`config.mk`:
```
export PLATFORM = sky130hd
export DESIGN_NAME = mii_tx_serializer
export DESIGN_NICKNAME = d
export VERILOG_FILES = /design/src/rtl/mii_tx_serializer.sv
export SDC_FILE = /design/constraint.sdc
export NUM_CORES = 1
export LEC_CHECK = 0
export BUFFER_PORTS_ARGS = -buffer_cell sky130_fd_sc_hd__buf_2
export CAP_MARGIN = 20
export CORE_AREA = 2 2 48 50
export CTS_CLUSTER_SIZE = 40
export DETAILED_ROUTE_END_ITERATION = 10
export DIE_AREA = 0 0 50 52
export GPL_TIMING_DRIVEN = 0
export PLACE_DENSITY = 0.85
export SLEW_MARGIN = 10
export SYNTH_ARGS = -nofsm -noshare
export SYNTH_HDL_FRONTEND = slang
export SYNTH_SLANG_ARGS = --single-unit
```
`constraint.sdc`:
```
create_clock -name clk -period 3.6 [get_ports clk]
set_clock_uncertainty 0.15 [all_clocks]
set_input_delay 0.54 -clock clk [delete_from_list [all_inputs] [get_ports clk]]
set_output_delay 0.54 -clock clk [all_outputs]
set_load 0.02 [all_outputs]
```
`src/rtl/mii_tx_serializer.sv`:
```
module mii_tx_serializer #(
  parameter int PRE_NIBBLES = 16,
  parameter int GAP_NIBBLES = 24
) (
  input  logic       clk,
  input  logic       rst_n,
  input  logic [7:0] in_data,
  input  logic       in_valid,
  input  logic       in_last,
  output logic       in_ready,
  output logic [3:0] txd,
  output logic       tx_en,
  output logic       tx_er
);
  localparam int MAXC = (PRE_NIBBLES > GAP_NIBBLES) ? PRE_NIBBLES : GAP_NIBBLES;
  localparam int CW   = $clog2(MAXC + 1);
  localparam logic [CW-1:0] PRE_LAST = CW'(PRE_NIBBLES - 1);
  localparam logic [CW-1:0] PRE_SFD  = CW'(PRE_NIBBLES - 2);
  localparam logic [CW-1:0] GAP_LAST = CW'(GAP_NIBBLES - 1);

  typedef enum logic [2:0] {S_IDLE, S_PRE, S_DATA, S_ERR, S_DRAIN} st_t;

  st_t           st;
  logic [CW-1:0] cnt;
  logic [3:0]    hi_nib;
  logic          hi_pend, last_q;

  wire want = (st == S_PRE && cnt == PRE_LAST) ||
              (st == S_DATA && !hi_pend && !last_q);
  assign in_ready = want || st == S_DRAIN;

  always_ff @(posedge clk) begin
    if (!rst_n) begin
      st <= S_IDLE;
      cnt <= GAP_LAST;
      txd <= 4'h0;
      tx_en <= 1'b0;
      tx_er <= 1'b0;
      hi_nib <= 4'h0;
      hi_pend <= 1'b0;
      last_q <= 1'b0;
    end else if (want) begin
      if (in_valid) begin
        st <= S_DATA;
        txd <= in_data[3:0];
        hi_nib <= in_data[7:4];
        hi_pend <= 1'b1;
        last_q <= in_last;
      end else begin
        st <= S_ERR;
        txd <= 4'h0;
        tx_er <= 1'b1;
      end
    end else begin
      case (st)
        S_IDLE: begin
          if (cnt == GAP_LAST && in_valid) begin
            st <= S_PRE;
            cnt <= '0;
            tx_en <= 1'b1;
            txd <= 4'h5;
          end else if (cnt != GAP_LAST) begin
            cnt <= cnt + 1'b1;
          end
        end
        S_PRE: begin
          cnt <= cnt + 1'b1;
          txd <= (cnt == PRE_SFD) ? 4'hD : 4'h5;
        end
        S_DATA: begin
          if (hi_pend) begin
            txd <= hi_nib;
            hi_pend <= 1'b0;
          end else begin
            st <= S_IDLE;
            cnt <= '0;
            tx_en <= 1'b0;
            txd <= 4'h0;
          end
        end
        S_ERR: begin
          st <= S_DRAIN;
          tx_en <= 1'b0;
          tx_er <= 1'b0;
        end
        default: begin
          if (in_valid && in_last) begin
            st <= S_IDLE;
            cnt <= '0;
          end
        end
      endcase
    end
  end

  logic [CW-1:0] low_run;
  always_ff @(posedge clk) begin
    if (!rst_n) low_run <= CW'(GAP_NIBBLES);
    else if (tx_en) low_run <= '0;
    else if (low_run != CW'(GAP_NIBBLES)) low_run <= low_run + 1'b1;
  end


  idle_quiet_chk: assert property (@(posedge clk) disable iff (!rst_n)
    !tx_en |-> txd == 4'h0);

  err_in_frame_chk: assert property (@(posedge clk) disable iff (!rst_n)
    tx_er |-> tx_en);

  err_single_chk: assert property (@(posedge clk) disable iff (!rst_n)
    tx_er |=> !tx_en && !tx_er);

  first_nibble_chk: assert property (@(posedge clk) disable iff (!rst_n)
    $rose(tx_en) |-> txd == 4'h5);

  gap_len_chk: assert property (@(posedge clk) disable iff (!rst_n)
    $rose(tx_en) |-> low_run == CW'(GAP_NIBBLES));

  ready_spacing_chk: assert property (@(posedge clk) disable iff (!rst_n)
    (in_ready && st != S_DRAIN) |=> !in_ready);
endmodule

```
### After elaboration in Yosys (flattened, before gate mapping)

Index checks and enable logic that the tools add are counted.

* register bits after elaboration: 20
* input port bits: 12
* output and inout port bits: 7
* word-level logic and storage cells: 76

* add/subtract/negate cells: 1
* equality and inequality tests: 16
* multiplexer cells: 26
* bitwise gates (word level): 2
* reductions and logical operators: 23

Operator list (number)
* 2-to-1 mux 4 bit: 5
* 2-to-1 mux 5 bit: 4
* case mux 5 bit (4 select lines): 1
* 2-to-1 mux 3 bit: 4
* case mux 3 bit (4 select lines): 1
* case mux 4 bit (3 select lines): 1
* equality test 5 x 4 -> 1 bit (second input constant): 2
* != test 2 bit (second input constant): 5
* 2-to-1 mux 1 bit: 9
* != test 3 bit (second input constant): 3
* AND reduction 2 bit: 4
* AND reduction 4 bit: 2
* nonzero test 4 bit: 2
* equality test 3 x 2 -> 1 bit (second input constant): 2
* adder 5 x 1 -> 5 bit (second input constant): 1
* equality test 5 bit (second input constant): 1
* logical AND 1 bit: 5
* != test 5 bit (second input constant): 1
* AND reduction 5 bit: 1
* nonzero test 5 bit: 1
* nonzero test 2 bit: 2
* equality test 3 x 1 -> 1 bit (second input constant): 1
* equality test 3 bit (second input constant): 1
* zero test 3 bit: 1
* 5 further kinds: 8

### Longest topological paths before layout

* depth after elaboration: 6
* mapped depth: 7
* mapped depth without buffers: 7

### Least setup slack after synthesis

OpenSTA, ideal clock, no wires.

* path kind: register -> output
* from: register cnt[0]
* to: output port in_ready
* arrival: 1.585 ns
* data required time: 2.910 ns
* slack: 1.325 ns
* stages on the path, launching flop included: 7
* buffers on the path: 0
* cell sequence: dfxtp_1 > ha_1 > and3_1 > ha_1 > and3b_1 > o21ai_2 > nand2_1

* word-level cells in the longest chain between the ends: 4

RTL lines
* start, declared: RTL line 24 `logic [CW-1:0] cnt;`
* start signal, assigned: RTL line 63 `cnt <= cnt + 1'b1;`
* start signal, assigned: RTL line 67 `cnt <= cnt + 1'b1;`
* equality test 5 x 4 -> 1 bit: RTL line 28 `wire want = (st == S_PRE && cnt == PRE_LAST) ||`
* logical AND 1 bit: RTL line 28
* logical OR 1 bit: RTL line 28
* logical OR 1 bit: RTL line 30 `assign in_ready = want || st == S_DRAIN;`
* end, declared: RTL line 10 `output logic in_ready,`

Every way passes these cells.

### Final worst setup path

* from: register cnt[1]
* to: output port in_ready

The elaborated chain is that of the path after synthesis.

==> impl_summary.txt <==
----------------------------------------------------
[Global routing]
  Remaining Overflow, GRT ... 0
  Global-route wire length before repair ... a little under 5000 um
  GRT Resource Usage Total ... between 20% and 30%
  Vias in the first global route ... ~1100
  Antenna violations before repair ... 0
  Maximum number of pins on one net before global-route repair ... 12

[Die]
  Die height ... about 52 um
  I/O pin count ... 19
  Area inside the core boundary ... 2110 um2
  Width of the die ... about 50 um
  Area enclosed by the die boundary ... 2600 um2
  Cell row count ... 17
  Initial core utilization ... approximately 56%

[Clock network]
  Buffer type at the clock tree root ... sky130_fd_sc_hd__clkbuf_4
  Clock latency on the worst-skew pair ... between 0.3 and 0.4 ns
  Clock tree from TritonCTS ... built
  Post-CTS setup buffer count ... 0
  Maximum level of the CTS H-tree ... 1
  Maximum root-to-sink buffer count ... 2
  Number of sinks on the clock net ... 20
  Clock buffer count from CTS ... 3
  Gates resized, CTS repair ... 0
  Hold Buf Count CTS ... 0
  Clock transition time at the flip-flop clock pins of the worst setup and hold paths ... between 0.1 and 0.15 ns

[Synth]
  Async set-reset flop share out of synthesis ... 0%
  Synthesized area per cell ... between 8 and 9 um2
  Post-synth EDFFs ... 0
  Total number of yosys warnings ... 0
  Yosys reg bits ... 20
  Synthesized area ... between 1000 and 1500 um2
  Unique cell type count in the Yosys netlist ... 48
  Seq/Total Area, Yosys ... roughly 34%
  Top_reg_cell synth ... sky130_fd_sc_hd__dfxtp_1
  Syn_nets ... roughly 150
  Post-synthesis instance total ... 133

[Drt]
  Antenna viol nets, final ... 0
  DRC ... 0
  Total number of vias ... between 1000 and 1500
  TritonRoute pass-1 iters ... 5
  Wire length after detailed routing ... 2970 um
  Number of violations reported at the end of detailed-routing iteration 0 ... 48
  Average routed wire per standard cell ... about 16 um
  Via-to-Cell Ratio ... around 6.2

[STA]
  Endpoints failing setup ... 0
  Fmax ... about 350 MHz
  Final cycle utilization of the critical path ... 80.2%
  Relative max-transition margin ... around three fifths
  TNS Setup ... 0 ns
  Transition time at the pin with the least slew margin ... a little over 0.6 ns
  RSZ-0062 raised after global routing ... no
  Slew Limit Fails ... 0
  Minimum clock period after layout ... slightly below 3 ns
  Setup slack after layout ... roughly 0.71 ns
  Number of failing hold endpoints at the final stage ... 0

[Critical path]
  Slowest cell on the critical path ... sky130_fd_sc_hd__dfxtp_1
  WP buf/inv ... 1
  Register-to-Register Path Depth ... 7
  Most numerous cell on the critical path ... sky130_fd_sc_hd__ha_1
  Crit-path max cell delay ... ~0.36 ns
  Family with the most delay on the worst path ... simple AND/OR/NAND/NOR gates
  Crit end category ... primary output
  Data arrival time at the worst-slack endpoint ... roughly 2.2 ns
  Classification of the worst setup path ... flop to primary output
  Critical path, cell by cell ... ha_1, and3_1, ha_1, and3b_1, o21ai_2, nand2_1, buf_2
  CP Launch Type ... flop
  CP Max Fanout ... 7
  Data required time at the worst endpoint ... 2.91 ns
  Path length in cells of the critical path ... 7

[Placed design]
  Placed wire-length estimate after detailed placement ... 2160 um
  I/O Buffers ... 17
  Setup slack at placement ... between 1 and 1.5 ns
  Last weighted congestion value of the routability-driven placer ... between 0.8 and 0.9
  Instance area at placement ... 1310 um2

[Finish]
  Final Cell Area ... 1340 um2
  Fraction of layout cells with a size suffix above 1 ... ~24%
  Nets ... between 150 and 200
  Layout area overhead ... 13.2%
  Highest-count cells in the layout ignoring fill and taps ... sky130_fd_sc_hd__buf_2 (20), sky130_fd_sc_hd__dfxtp_1 (20), sky130_fd_sc_hd__nand2_1 (11)
  Antenna diodes ... 0
  Final core area utilization ... ~64%

[Run]
  Number of max-cap violations ... 0

[Power]
  Leak pwr ... 0.640 nW
  Maximum ir drop on the vdd rail ... roughly 0.00047 V
  Final Total Pwr ... roughly 0.0008 W
  Power per cell area ... approximately 610 nW/um2

[Hold path]
  Number of cells on the worst hold path ... 3
  Type of the tightest min-delay check ... primary input to flop

[Run status]
  Run status ... finished, final reports clean

----------------------------------------------------
final timing paths:
path                                 start        end  slack [ns]
worst min-delay path            in_data[5]  hi_nib[1]        0.33
worst max register to register      cnt[1]      st[0]        1.21
worst max-delay path                cnt[1]   in_ready        0.71
worst min register to register       tx_en      tx_en        0.38
synth_stat cells (all sizes together) (3+ instances only):
library cell / n / area, um2
buf: 4 / 26.3
a21o: 4 / 30.0
a21oi: 6 / 30.0
nand3: 4 / 20.0
ha: 3 / 37.5
mux2i: 5 / 50.1
clkbuf: 3 / 12.5
and3: 3 / 18.8
dfxtp: 20 / 400
o221a: 3 / 33.8
nor2b: 7 / 43.8
inv: 10 / 37.5
nand2: 11 / 41.3
nor2: 8 / 30.0
o211ai: 4 / 43.8
o21ai: 4 / 23.8
through the flow:
step                hold slack (ns)  cells
floorplan                     0.336    133
global placement              0.355    178
detailed placement            0.360    178
CTS                           0.329    182
global route                  0.350    182
finish                        0.333    182
tightest hold or removal path, delay by kind of cell:
family                 cells  cell delay [ns]
AND/OR/NAND/NOR            1             0.10
buffers and inverters      1             0.08
multiplexers               1             0.05
state kept, by name, indices dropped and copies added, names as in the netlist:
register / cells
hi_pend: 1
txd: 4
tx_er: 1
cnt: 5
st: 3
last_q: 1
tx_en: 1
hi_nib: 4
routing by layer:
layer | part of all wire [%] | vias to the layer above | GRT usage, %
met5 | 0 | - | 0
met4 | 1.3 | 0 | 12.0
met3 | 7.1 | 5 | 2.01
met2 | 51 | 64 | 44.3
met1 | 41 | 516 | 32.2
li1 | - | 537 | -
cells by family (layout without fill, tap and decap cells):
logic type / Yosys count / in the layout / synth area share (%)
multiplexers: 5 / 5 / 4.22
AO/OA/AOI/OAI: 41 / 41 / 29.0
buffers and inverters: 17 / 38 / 6.43
adder cells (fa/ha/maj): 3 / 3 / 3.16
flip-flops: 20 / 20 / 33.8
AND/OR/NAND/NOR: 47 / 47 / 23.4
power by group:
part | switching [W] | total [W] | internal (W)
registers | 0.0000466 | 0.000321 | 0.000275
logic | 0.000203 | 0.000358 | 0.000155
clock network | 0.0000733 | 0.000135 | 0.0000619
total | 0.000323 | 0.000815 | 0.000492
cell type report:
cell class | instances | area [um2]
Sequential cell | 20 | 400
Inverter | 10 | 37.5
Fill cell | 168 | 763
Multi-Input combinational cell | 96 | 709
Buffer | 7 | 38.8
Tap cell | 28 | 35.0
Timing Repair Buffer | 17 | 85.1
Clock buffer | 4 | 36.3
No activity file was read; power rests on OpenSTA's default activity.
